## src/rtl/rpt_pkg.sv

```systemverilog
package rpt_pkg;
    localparam int NUM_CONN = 4;
    localparam int CODE_W   = 3;
    localparam int AUX_W    = 2;
    localparam int IDX_W    = $clog2(NUM_CONN);

    typedef enum logic [1:0] {
        DRV_OFF       = 2'd0,
        DRV_FAR_GLB   = 2'd1,
        DRV_FAR_SEC   = 2'd2,
        DRV_SAME_SIDE = 2'd3
    } drv_mode_e;

    function automatic drv_mode_e decode_code(input logic [CODE_W-1:0] code);
        drv_mode_e m;
        case (code)
            3'b100:  m = DRV_FAR_GLB;
            3'b010:  m = DRV_FAR_SEC;
            3'b001:  m = DRV_SAME_SIDE;
            default: m = DRV_OFF;
        endcase
        return m;
    endfunction
endpackage

```

## src/rtl/rpt_cfg_port.sv

```systemverilog
module rpt_cfg_port
    import rpt_pkg::*;
#(
    parameter int OCT_W    = 8,
    parameter int X_POS    = 3,
    parameter int Y_POS    = 5,
    parameter int VERTICAL = 0,
    parameter int LANE     = 2
) (
    input  logic                 clk,
    input  logic                 rst_n,
    input  logic                 wr_en,
    input  logic [OCT_W-1:0]     wr_x,
    input  logic [OCT_W-1:0]     wr_y,
    input  logic [OCT_W-1:0]     wr_z,
    input  logic [OCT_W-1:0]     wr_d,
    output logic                 load_a,
    output logic                 load_b,
    output logic [2*AUX_W-1:0]   aux_q
);
    localparam logic [2:0] KIND_TAG  = 3'b001;
    localparam logic       ORIENT    = (VERTICAL != 0);
    localparam logic [2:0] LANE_CODE = 3'(4 - LANE);

    logic hit;

    always_comb begin
        hit = wr_en
              && (wr_x == OCT_W'(X_POS))
              && (wr_y == OCT_W'(Y_POS))
              && (wr_z[7:5] == KIND_TAG)
              && (wr_z[4] == ORIENT)
              && (wr_z[3:1] == LANE_CODE);
        load_a = hit && !wr_z[0];
        load_b = hit &&  wr_z[0];
    end

    always_ff @(posedge clk) begin
        if (!rst_n) begin
            aux_q <= '0;
        end else if (load_a) begin
            aux_q[AUX_W-1:0] <= wr_d[OCT_W-1:OCT_W-AUX_W];
        end else if (load_b) begin
            aux_q[2*AUX_W-1:AUX_W] <= wr_d[OCT_W-1:OCT_W-AUX_W];
        end
    end

    assert_ignore_R7: assert property (@(posedge clk) disable iff (!rst_n)
        !hit |=> $stable(aux_q));
endmodule

```

## src/rtl/rpt_drv_slot.sv

```systemverilog
module rpt_drv_slot
    import rpt_pkg::*;
#(
    parameter int SIDE = 0,
    parameter int KIND = 0
) (
    input  logic                clk,
    input  logic                rst_n,
    input  logic                load,
    input  logic [CODE_W-1:0]   code,
    input  logic [NUM_CONN-1:0] wire_in,
    input  logic [NUM_CONN-1:0] cfg_on_vec,
    output logic                cfg_on,
    output logic                drv_en,
    output logic                drv_val
);
    localparam logic [IDX_W-1:0] SRC_SAME    = IDX_W'(SIDE * 2 + (1 - KIND));
    localparam logic [IDX_W-1:0] SRC_FAR_SEC = IDX_W'((1 - SIDE) * 2);
    localparam logic [IDX_W-1:0] SRC_FAR_GLB = IDX_W'((1 - SIDE) * 2 + 1);

    drv_mode_e          mode_q;
    logic [IDX_W-1:0]   src_idx;

    // state register
    always_ff @(posedge clk) begin
        if (!rst_n) begin
            mode_q <= DRV_OFF;
        end else if (load) begin
            mode_q <= decode_code(code);
        end
    end

    // outputs
    always_comb begin
        src_idx = SRC_SAME;
        cfg_on  = 1'b0;
        unique case (mode_q)
            DRV_OFF:       begin src_idx = SRC_SAME;    cfg_on = 1'b0; end
            DRV_FAR_GLB:   begin src_idx = SRC_FAR_GLB; cfg_on = 1'b1; end
            DRV_FAR_SEC:   begin src_idx = SRC_FAR_SEC; cfg_on = 1'b1; end
            DRV_SAME_SIDE: begin src_idx = SRC_SAME;    cfg_on = 1'b1; end
        endcase
        drv_en  = cfg_on && !cfg_on_vec[src_idx];
        drv_val = drv_en && wire_in[src_idx];
    end

    assert_hold_R10: assert property (@(posedge clk) disable iff (!rst_n)
        !load |=> $stable(mode_q));
    assert_off_code_R2: assert property (@(posedge clk) disable iff (!rst_n)
        (load && code == 3'b000) |=> (mode_q == DRV_OFF));
    assert_far_glb_R3: assert property (@(posedge clk) disable iff (!rst_n)
        (load && code == 3'b100) |=> (mode_q == DRV_FAR_GLB));
    assert_bad_code_R6: assert property (@(posedge clk) disable iff (!rst_n)
        (load && !$onehot0(code)) |=> (mode_q == DRV_OFF));
endmodule

```

## src/rtl/rpt_repeater.sv

```systemverilog
module rpt_repeater
    import rpt_pkg::*;
#(
    parameter int OCT_W    = 8,
    parameter int X_POS    = 3,
    parameter int Y_POS    = 5,
    parameter int VERTICAL = 0,
    parameter int LANE     = 2
) (
    input  logic                  clk,
    input  logic                  rst_n,
    input  logic                  wr_en,
    input  logic [OCT_W-1:0]      wr_x,
    input  logic [OCT_W-1:0]      wr_y,
    input  logic [OCT_W-1:0]      wr_z,
    input  logic [OCT_W-1:0]      wr_d,
    input  logic [NUM_CONN-1:0]   wire_in,
    output logic [NUM_CONN-1:0]   drv_val,
    output logic [NUM_CONN-1:0]   drv_en,
    output logic [2*AUX_W-1:0]    aux_bits
);
    logic                load_a;
    logic                load_b;
    logic [NUM_CONN-1:0] cfg_on_vec;

    rpt_cfg_port #(
        .OCT_W(OCT_W), .X_POS(X_POS), .Y_POS(Y_POS),
        .VERTICAL(VERTICAL), .LANE(LANE)
    ) u_cfg (
        .clk(clk), .rst_n(rst_n), .wr_en(wr_en),
        .wr_x(wr_x), .wr_y(wr_y), .wr_z(wr_z), .wr_d(wr_d),
        .load_a(load_a), .load_b(load_b), .aux_q(aux_bits)
    );

    for (genvar i = 0; i < NUM_CONN; i++) begin : g_slot
        localparam int SIDE = i / 2;
        localparam int KIND = i % 2;
        logic              slot_load;
        logic [CODE_W-1:0] slot_code;

        if (SIDE == 0) begin : g_sa
            assign slot_load = load_a;
        end else begin : g_sb
            assign slot_load = load_b;
        end
        if (KIND == 0) begin : g_sec
            assign slot_code = wr_d[CODE_W-1:0];
        end else begin : g_glb
            assign slot_code = wr_d[2*CODE_W-1:CODE_W];
        end

        rpt_drv_slot #(.SIDE(SIDE), .KIND(KIND)) u_slot (
            .clk(clk), .rst_n(rst_n),
            .load(slot_load), .code(slot_code),
            .wire_in(wire_in), .cfg_on_vec(cfg_on_vec),
            .cfg_on(cfg_on_vec[i]),
            .drv_en(drv_en[i]), .drv_val(drv_val[i])
        );
    end

    assert_guard_R9: assert property (@(posedge clk) disable iff (!rst_n)
        (drv_en & ~cfg_on_vec) == '0);
    assert_quiet_R1: assert property (@(posedge clk) disable iff (!rst_n)
        (drv_val & ~drv_en) == '0);
endmodule

```

## config.mk

```make
export PLATFORM = sky130hd
export DESIGN_NAME = rpt_repeater
export DESIGN_NICKNAME = d
export VERILOG_FILES = /design/src/rtl/rpt_pkg.sv /design/src/rtl/rpt_cfg_port.sv /design/src/rtl/rpt_drv_slot.sv /design/src/rtl/rpt_repeater.sv
export SDC_FILE = /design/constraint.sdc
export NUM_CORES = 1
export LEC_CHECK = 0
export BUFFER_PORTS_ARGS = -buffer_cell sky130_fd_sc_hd__buf_2
export CORE_MARGIN = 3
export CORE_UTILIZATION = 42
export DETAILED_ROUTE_END_ITERATION = 8
export PLACE_DENSITY = 0.74
export SKIP_CTS_REPAIR_TIMING = 1
export SLEW_MARGIN = 0
export SYNTH_ARGS = -nofsm -noshare
export SYNTH_HDL_FRONTEND = slang
export SYNTH_SLANG_ARGS = --single-unit
```

## constraint.sdc

```tcl
create_clock -name clk -period 2.08 [get_ports clk]
set_clock_uncertainty 0.2 [all_clocks]
set_input_delay 0.312 -clock clk [delete_from_list [all_inputs] [get_ports clk]]
set_output_delay 0.312 -clock clk [all_outputs]
set_load 0.005 [all_outputs]
```

==> summary.md, run 1 <==
| Metric | Value |
|---|---|
| CTS Buf Count | `3` |
| Endpoints failing hold | `0` |
| Worst Setup SP | `g_slot[1].u_slot.mode_q[0]$_SDFFE_PN0P_` |
| Tcrit/Tclk final | `1.060` |
| CP max stage delay | `just under 0.5 ns` |
| Setup TNS | `-0.2227 ns` |
| Drt via density | `between 5 and 6` |
| Worst-margin pin slew | `roughly 0.41 ns` |
| Hold Path Cell Cnt | `3` |
| Unique masters post-synth | `30` |
| Post-route setup slack | `-0.1246 ns` |
| Area share of the largest cell type after synthesis | `0.2240` |
| DR vias | `~970` |
| Die height | `approximately 57 um` |
| PortBufs | `50` |
| Reg2Reg Depth | `2` |
| Most used DFF post-synth | `dfxtp_1` |
| Max Slew Vio Count | `0` |
| Asr flop ratio synth | `0` |
| Worst reg2reg path startpoint | `g_slot[0].u_slot.mode_q[1]$_SDFFE_PN0P_` |
| Violated checks | `negative setup slack` |
| Outcome | `complete, but fails checks` |
| Initial antenna violation count | `0` |
| Mapped Nets | `around 160` |
| Crit Path Category | `register to output pin` |
| Number of global-route vias before repair | `around 920` |
| Routability Congestion | `0.8014` |
| CTS max path bufs | `2` |
| WL final | `2355 um` |
| Worst min-delay path category | `input pin to register` |
| H-tree Lvls | `1` |
| Synth Cell Area | `around 1100 um^2` |
| DP Worst Slack | `0.06022 ns` |
| Routed wl met2 | `~1200 um` |
| CP endpoint kind | `output pin` |
| Flop2flop setup slack | `around 1.3 ns` |
| Clock sink count | `12` |
| Critical Path Source Type | `register` |
| Drt first pass iters | `4` |
| CTS tree | `yes` |
| DRC viols | `0` |
| Post-Syn Area per Cell | `9.574 um^2` |
| Ant. Diodes | `0` |
| Fin crit period | `2.205 ns` |
| Yosys warnings | `0` |
| Seq/Total Area, Yosys | `0.2240` |
| Post-synth top cells | `13 x nand2_1, 12 x dfxtp_1, 12 x mux2i_1` |
| Core ar. | `around 2300 um^2` |
| Drt first-iter violations | `11` |
| Fraction of layout cells with a size suffix above 1 | `0.6125` |
| All-Layer GR Usage | `0.1412` |
| Largest net degree at the start of global routing | `14` |
| Critical path arrival | `between 1.5 and 2 ns` |
| RSZ-0062 raised after global routing | `true` |
| Die ar. | `approximately 3200 um^2` |
| Worst VDD drop | `0.0004086 V` |
| Mapped Cells | `112` |
| Nets | `approximately 210` |
| # setup viols final | `5` |
| Max-cap violation count | `0` |
| Hold wc startpoint | `wr_d[7]` |
| Largest fanout on the critical path | `3` |
| P_leak | `between 0.6 and 0.7 nW` |
| Routed met1 length | `~910 um` |
| Rows | `17` |
| Area Growth Syn to Fin | `38.97%` |
| IO Count | `a little over 50` |
| Number of synthesized flops with an enable pin | `0` |
| Clk Latency, worst-skew pair | `~0.26 ns` |
| Critical Path RT | `between 1.5 and 2 ns` |
| First-pass GRT wire length | `about 3700 um` |
| Total grt overflow | `0` |
| Leading area contributor after synthesis | `dfxtp_1` |
| Most frequent cell after synthesis | `nand2_1` |
| Routed wire per std cell | `~13 um` |
| Top cells by area, synth | `dfxtp_1 22%, mux2i_1 11%, ha_1 9.3%, mux4_2 8.4%, buf_4 5.6%` |
| Yosys reg bits | `12` |
| Met3 WL | `178 um` |
| Hpwl dp | `between 1500 and 2000 um` |
| Crit-path cells | `inv_2, ha_4, mux4_2, nor3b_1, buf_2` |
| Starting Density | `0.4625` |
| Clk pin slew, worst setup/hold paths | `around 0.070 ns` |
| Final ANT Viol Nets | `0` |
| Root Buffer | `clkbuf_4` |
| Cell Pwr Density | `between 300 and 400 nW/um^2` |
| Top layer in use | `met4` |
| CP max stage cell | `mux4_2` |
| Width of the die | `roughly 57 um` |
| Relative slew slack | `0.7266` |
| Max Clk Rate | `around 0.45 GHz` |
==> area by class of cell <==
cell class | instances | area (um^2)
timing repair buffer | 53 | 279.0
fill | 192 | 828.3
multi-input combinational | 82 | 848.3
clock buffer | 4 | 36.28
sequential | 12 | 252.7
tap | 28 | 35.03
inverter | 9 | 38.79
==> placed cells by master (no fill, tap or decap), types with 2 or more instances in the layout <==
master,Yosys,final
buf_2,0,49
nand2_1,13,13
mux2i_1,12,12
ha_4,0,7
dfxtp_2,0,7
nor2_1,7,6
inv_2,0,4
mux4_2,4,4
xnor2_1,4,4
or3_1,4,4
dfxtp_1,12,4
inv_1,9,3
clkbuf_4,0,3
buf_4,8,3
inv_4,0,2
a31oi_1,2,2
nor3b_1,3,2
mux2_4,0,2
and2_1,3,2
and4bb_2,2,2
o21ai_0,2,2
nand4_1,2,2
a21oi_1,3,2
==> logic make-up (layout without fill, tap and decap cells) <==
logic type	after synthesis	in the layout	synth area share
buffers and inverters	18	66	0.09101
muxes	18	18	0.2170
adders and majority gates	8	8	0.09335
DFF	12	12	0.2240
xor gates and xnor gates	4	4	0.03267
and+or+nand+nor	44	44	0.2999
AOI/OAI and AO/OA	8	8	0.04200
==> sequential cells by signal, indices dropped and copies added, names as in the netlist <==
name,count
g_slot.u_slot.mode_q,8
u_cfg.aux_q,4
==> power by group <==
| group | switching [mW] | leakage, nW | total (mW) | internal (mW) |
|---|---|---|---|---|
| clock network | 0.0732 | 0.0210 | 0.179 | 0.106 |
| registers | 0.00000000440 | 0.101 | 0.228 | 0.228 |
| logic | 0.0348 | 0.515 | 0.0789 | 0.0441 |
| total | 0.108 | 0.637 | 0.486 | 0.378 |
==> routing by layer <==
layer / GRT usage / vias to the layer above
li1: - / 496
met1: 0.1671 / 432
met2: 0.2591 / 40
met3: 0.02759 / 6
met4: 0.03051 / 0
met5: 0 / -
==> stage by stage <==
step	instance area (um^2)	hold slack (ns)	utilization	power [mW]	std cells
5_1_grt	1490	0.1159	0.6427	0.5118	188
2_1_floorplan	1072	0.2347	-	0.2634	112
3_5_place_dp	1294	0.2430	0.5580	0.3141	181
4_1_cts	1330	0.1087	0.5737	0.4972	185
6_report	1490	0.1144	0.6427	0.4863	188
3_3_place_gp	1294	0.2464	0.5580	0.3107	181
==> worst max-delay path, delay by kind of cell (launching register included) <==
family                   cells  cell delay [ns]
flip-flops                   1             0.35
adder cells (fa/ha/maj)      1             0.28
multiplexers                 1             0.49
buffers and inverters        2             0.17
AND/OR/NAND/NOR              1             0.15
==> path summary, 6_finish.rpt <==
check | end
worst max register to register | g_slot[0].u_slot.mode_q[1]$_SDFFE_PN0P_
worst min register to register | u_cfg.aux_q[1]$_SDFFE_PN0P_
worst min-delay path | u_cfg.aux_q[1]$_SDFFE_PN0P_
worst max-delay path | drv_val[1]
(Power assumes the default switching activity.)
==> run 2, diff against run 1 <==
--- a/config.mk
+++ b/config.mk
@@ -11,6 +11,7 @@
 export DETAILED_ROUTE_END_ITERATION = 8
 export PLACE_DENSITY = 0.74
 export SKIP_CTS_REPAIR_TIMING = 1
+export SKIP_LAST_GASP = 1
 export SLEW_MARGIN = 0
 export SYNTH_ARGS = -nofsm -noshare
 export SYNTH_HDL_FRONTEND = slang
==> run 2 against run 1 <==
Compared with the run above: the run still ends with negative setup slack left; global-route usage stayed put; count of clock-buffer cells in the layout stayed put; largest cell class unchanged; worst hold slack hardly changed.
==> summary.md, run 2 (synthesized netlist as in run 1, its figures left out) <==
| Metric | Value |
|---|---|
| Outcome | `complete, but fails checks (unchanged)` |
| Violated checks | `negative setup slack (unchanged)` |
| Cell Pwr Density | `327.7 nW/um^2 (was 326.3 nW/um^2)` |
| Routed wire per std cell | `12.54 um (was 12.53 um)` |
| Critical Path Source Type | `register (unchanged)` |
| All-Layer GR Usage | `0.1412 (unchanged)` |
| DRC viols | `0 (unchanged)` |
| Starting Density | `0.4625 (unchanged)` |
| Nets | `208 (unchanged)` |
| Hpwl dp | `1943 um (unchanged)` |
| CTS tree | `yes (unchanged)` |
| Largest regs | `g_slot.u_slot.mode_q (8), u_cfg.aux_q (4) (unchanged)` |
| Largest Register | `g_slot.u_slot.mode_q (unchanged)` |
| RSZ-0062 raised after global routing | `true (unchanged)` |
| Endpoints failing hold | `0 (unchanged)` |
| Rows | `17 (unchanged)` |
| P_leak | `0.6368 nW (was 0.6374 nW)` |
| Max Clk Rate | `0.4536 GHz (unchanged)` |
| Largest net degree at the start of global routing | `14 (unchanged)` |
| Worst min-delay path category | `input pin to register (unchanged)` |
| IO Count | `51 (unchanged)` |
| Crit Path Category | `register to output pin (unchanged)` |
| Routability Congestion | `0.8014 (unchanged)` |
| CP max stage cell | `mux4_2 (unchanged)` |
| # setup viols final | `5 (unchanged)` |
| Ant. Diodes | `0 (unchanged)` |
| First-pass GRT wire length | `3705 um (unchanged)` |
| Crit-path cells | `inv_2, ha_4, mux4_2, nor3b_1, buf_2 (unchanged)` |
| Design Area, Final | `1484 um^2 (was 1490 um^2)` |
| Relative slew slack | `0.7266 (unchanged)` |
| Area Growth Syn to Fin | `38.39% (was 38.97%)` |
| CTS max path bufs | `2 (unchanged)` |
| Clk pin slew, worst setup/hold paths | `0.07 ns (about the same)` |
| Final ANT Viol Nets | `0 (unchanged)` |
| Clock sink count | `12 (unchanged)` |
| WL final | `2357 um (was 2355 um)` |
| Post-route setup slack | `-0.1246 ns (about the same)` |
| Placed cell area | `1294 um^2 (unchanged)` |
| WP buf/inv | `2 (unchanged)` |
| Fraction of layout cells with a size suffix above 1 | `0.6125 (unchanged)` |
| H-tree Lvls | `1 (unchanged)` |
| CP endpoint kind | `output pin (unchanged)` |
| Critical Path RT | `1.57 ns (about the same)` |
| Fin crit period | `2.205 ns (about the same)` |
| Largest fanout on the critical path | `3 (unchanged)` |
| Post-layout util | `0.6400 (was 0.6427)` |
| Die height | `56.53 um (unchanged)` |
| # fillers | `193 (was 192)` |
| Max reg flops | `8 (unchanged)` |
| Hold slack | `0.1144 ns (about the same)` |
| Worst-margin pin slew | `0.4064 ns (unchanged)` |
| Drt via density | `5.186 (was 5.181)` |
| Root Buffer | `clkbuf_4 (unchanged)` |
| Most common cell after layout, fill and taps aside | `buf_2 (unchanged)` |
| Width of the die | `56.53 um (unchanged)` |
| CP max stage delay | `0.49 ns (about the same)` |
| Max-cap violation count | `0 (unchanged)` |
| PortBufs | `50 (unchanged)` |
| DR vias | `975 (was 974)` |
| Total grt overflow | `0 (unchanged)` |
| Critical path arrival | `1.69 ns (about the same)` |
| Core ar. | `2318 um^2 (unchanged)` |
| Most frequent cells in the layout | `50 x buf_2, 13 x nand2_1, 12 x mux2i_1 (was 49 x buf_2, 13 x nand2_1, 12 x mux2i_1)` |
| Max Slew Vio Count | `0 (unchanged)` |
| Initial antenna violation count | `0 (unchanged)` |
| Final Total Pwr | `486.2 uW (was 486.3 uW)` |
| Clk Latency, worst-skew pair | `0.26 ns (about the same)` |
| Tcrit/Tclk final | `1.060 (about the same)` |
| Number of global-route vias before repair | `915 (unchanged)` |
| Worst VDD drop | `0.0004086 V (about the same)` |
| Drt first pass iters | `4 (unchanged)` |
| CTS Buf Count | `3 (unchanged)` |
| Die ar. | `3195 um^2 (unchanged)` |
| Drt first-iter violations | `11 (unchanged)` |
| Cell family with most CP delay | `multiplexers (unchanged)` |
[run 2: final timing paths]
check                                               start                                 endpoint  slack, ns  depth (start not counted)
setup reg to reg  g_slot[0].u_slot.mode_q[1]$_SDFFE_PN0P_  g_slot[0].u_slot.mode_q[1]$_SDFFE_PN0P_       1.26                          2
hold reg to reg               u_cfg.aux_q[1]$_SDFFE_PN0P_              u_cfg.aux_q[1]$_SDFFE_PN0P_       0.26                          2
hold / removal                                    wr_d[7]              u_cfg.aux_q[1]$_SDFFE_PN0P_       0.11                          3
setup / recovery  g_slot[1].u_slot.mode_q[0]$_SDFFE_PN0P_                               drv_val[1]      -0.12                          5
[run 2: report_power, final]
part | switching (mW) | total, mW | internal [mW]
Sequential | 0.00000000440 | 0.228 | 0.228
Combinational | 0.0348 | 0.0789 | 0.0441
Clock | 0.0732 | 0.179 | 0.106
Total | 0.108 | 0.486 | 0.378
[run 2: metal layers]
| layer | share of wire | vias up | track usage |
|---|---|---|---|
| met3 | 0.076 | 6 | 0.02759 |
| met5 | 0 | - | 0 |
| met2 | 0.52 | 40 | 0.2591 |
| met4 | 0.018 | 0 | 0.03051 |
| met1 | 0.39 | 433 | 0.1671 |
| li1 | - | 496 | - |
[run 2: metrics by stage]
stage	TNS, ns	std cells	setup WS (ns)
floorplan	0	112	0.1131
global placement	0	181	0.1031
detailed placement	0	181	0.06022
CTS	-0.8796	185	-0.2450
global route	-0.7010	188	-0.1991
finish	-0.2263	188	-0.1246
[run 2: worst register-to-register path, cell delays in order, from the launching register on]
cell	delay (ns)
dfxtp_4	0.37
nand2_1	0.05
mux2i_1	0.12
[run 2: area by class of cell]
type                       count  area [um^2]  share of cell area
multi-input combinational     82        848.3              0.5717
clock buffer                   4        36.28             0.02445
sequential                    12        252.7              0.1703
inverter                       9        38.79             0.02614
timing repair buffer          53        272.8              0.1838
tap                           28        35.03             0.02361
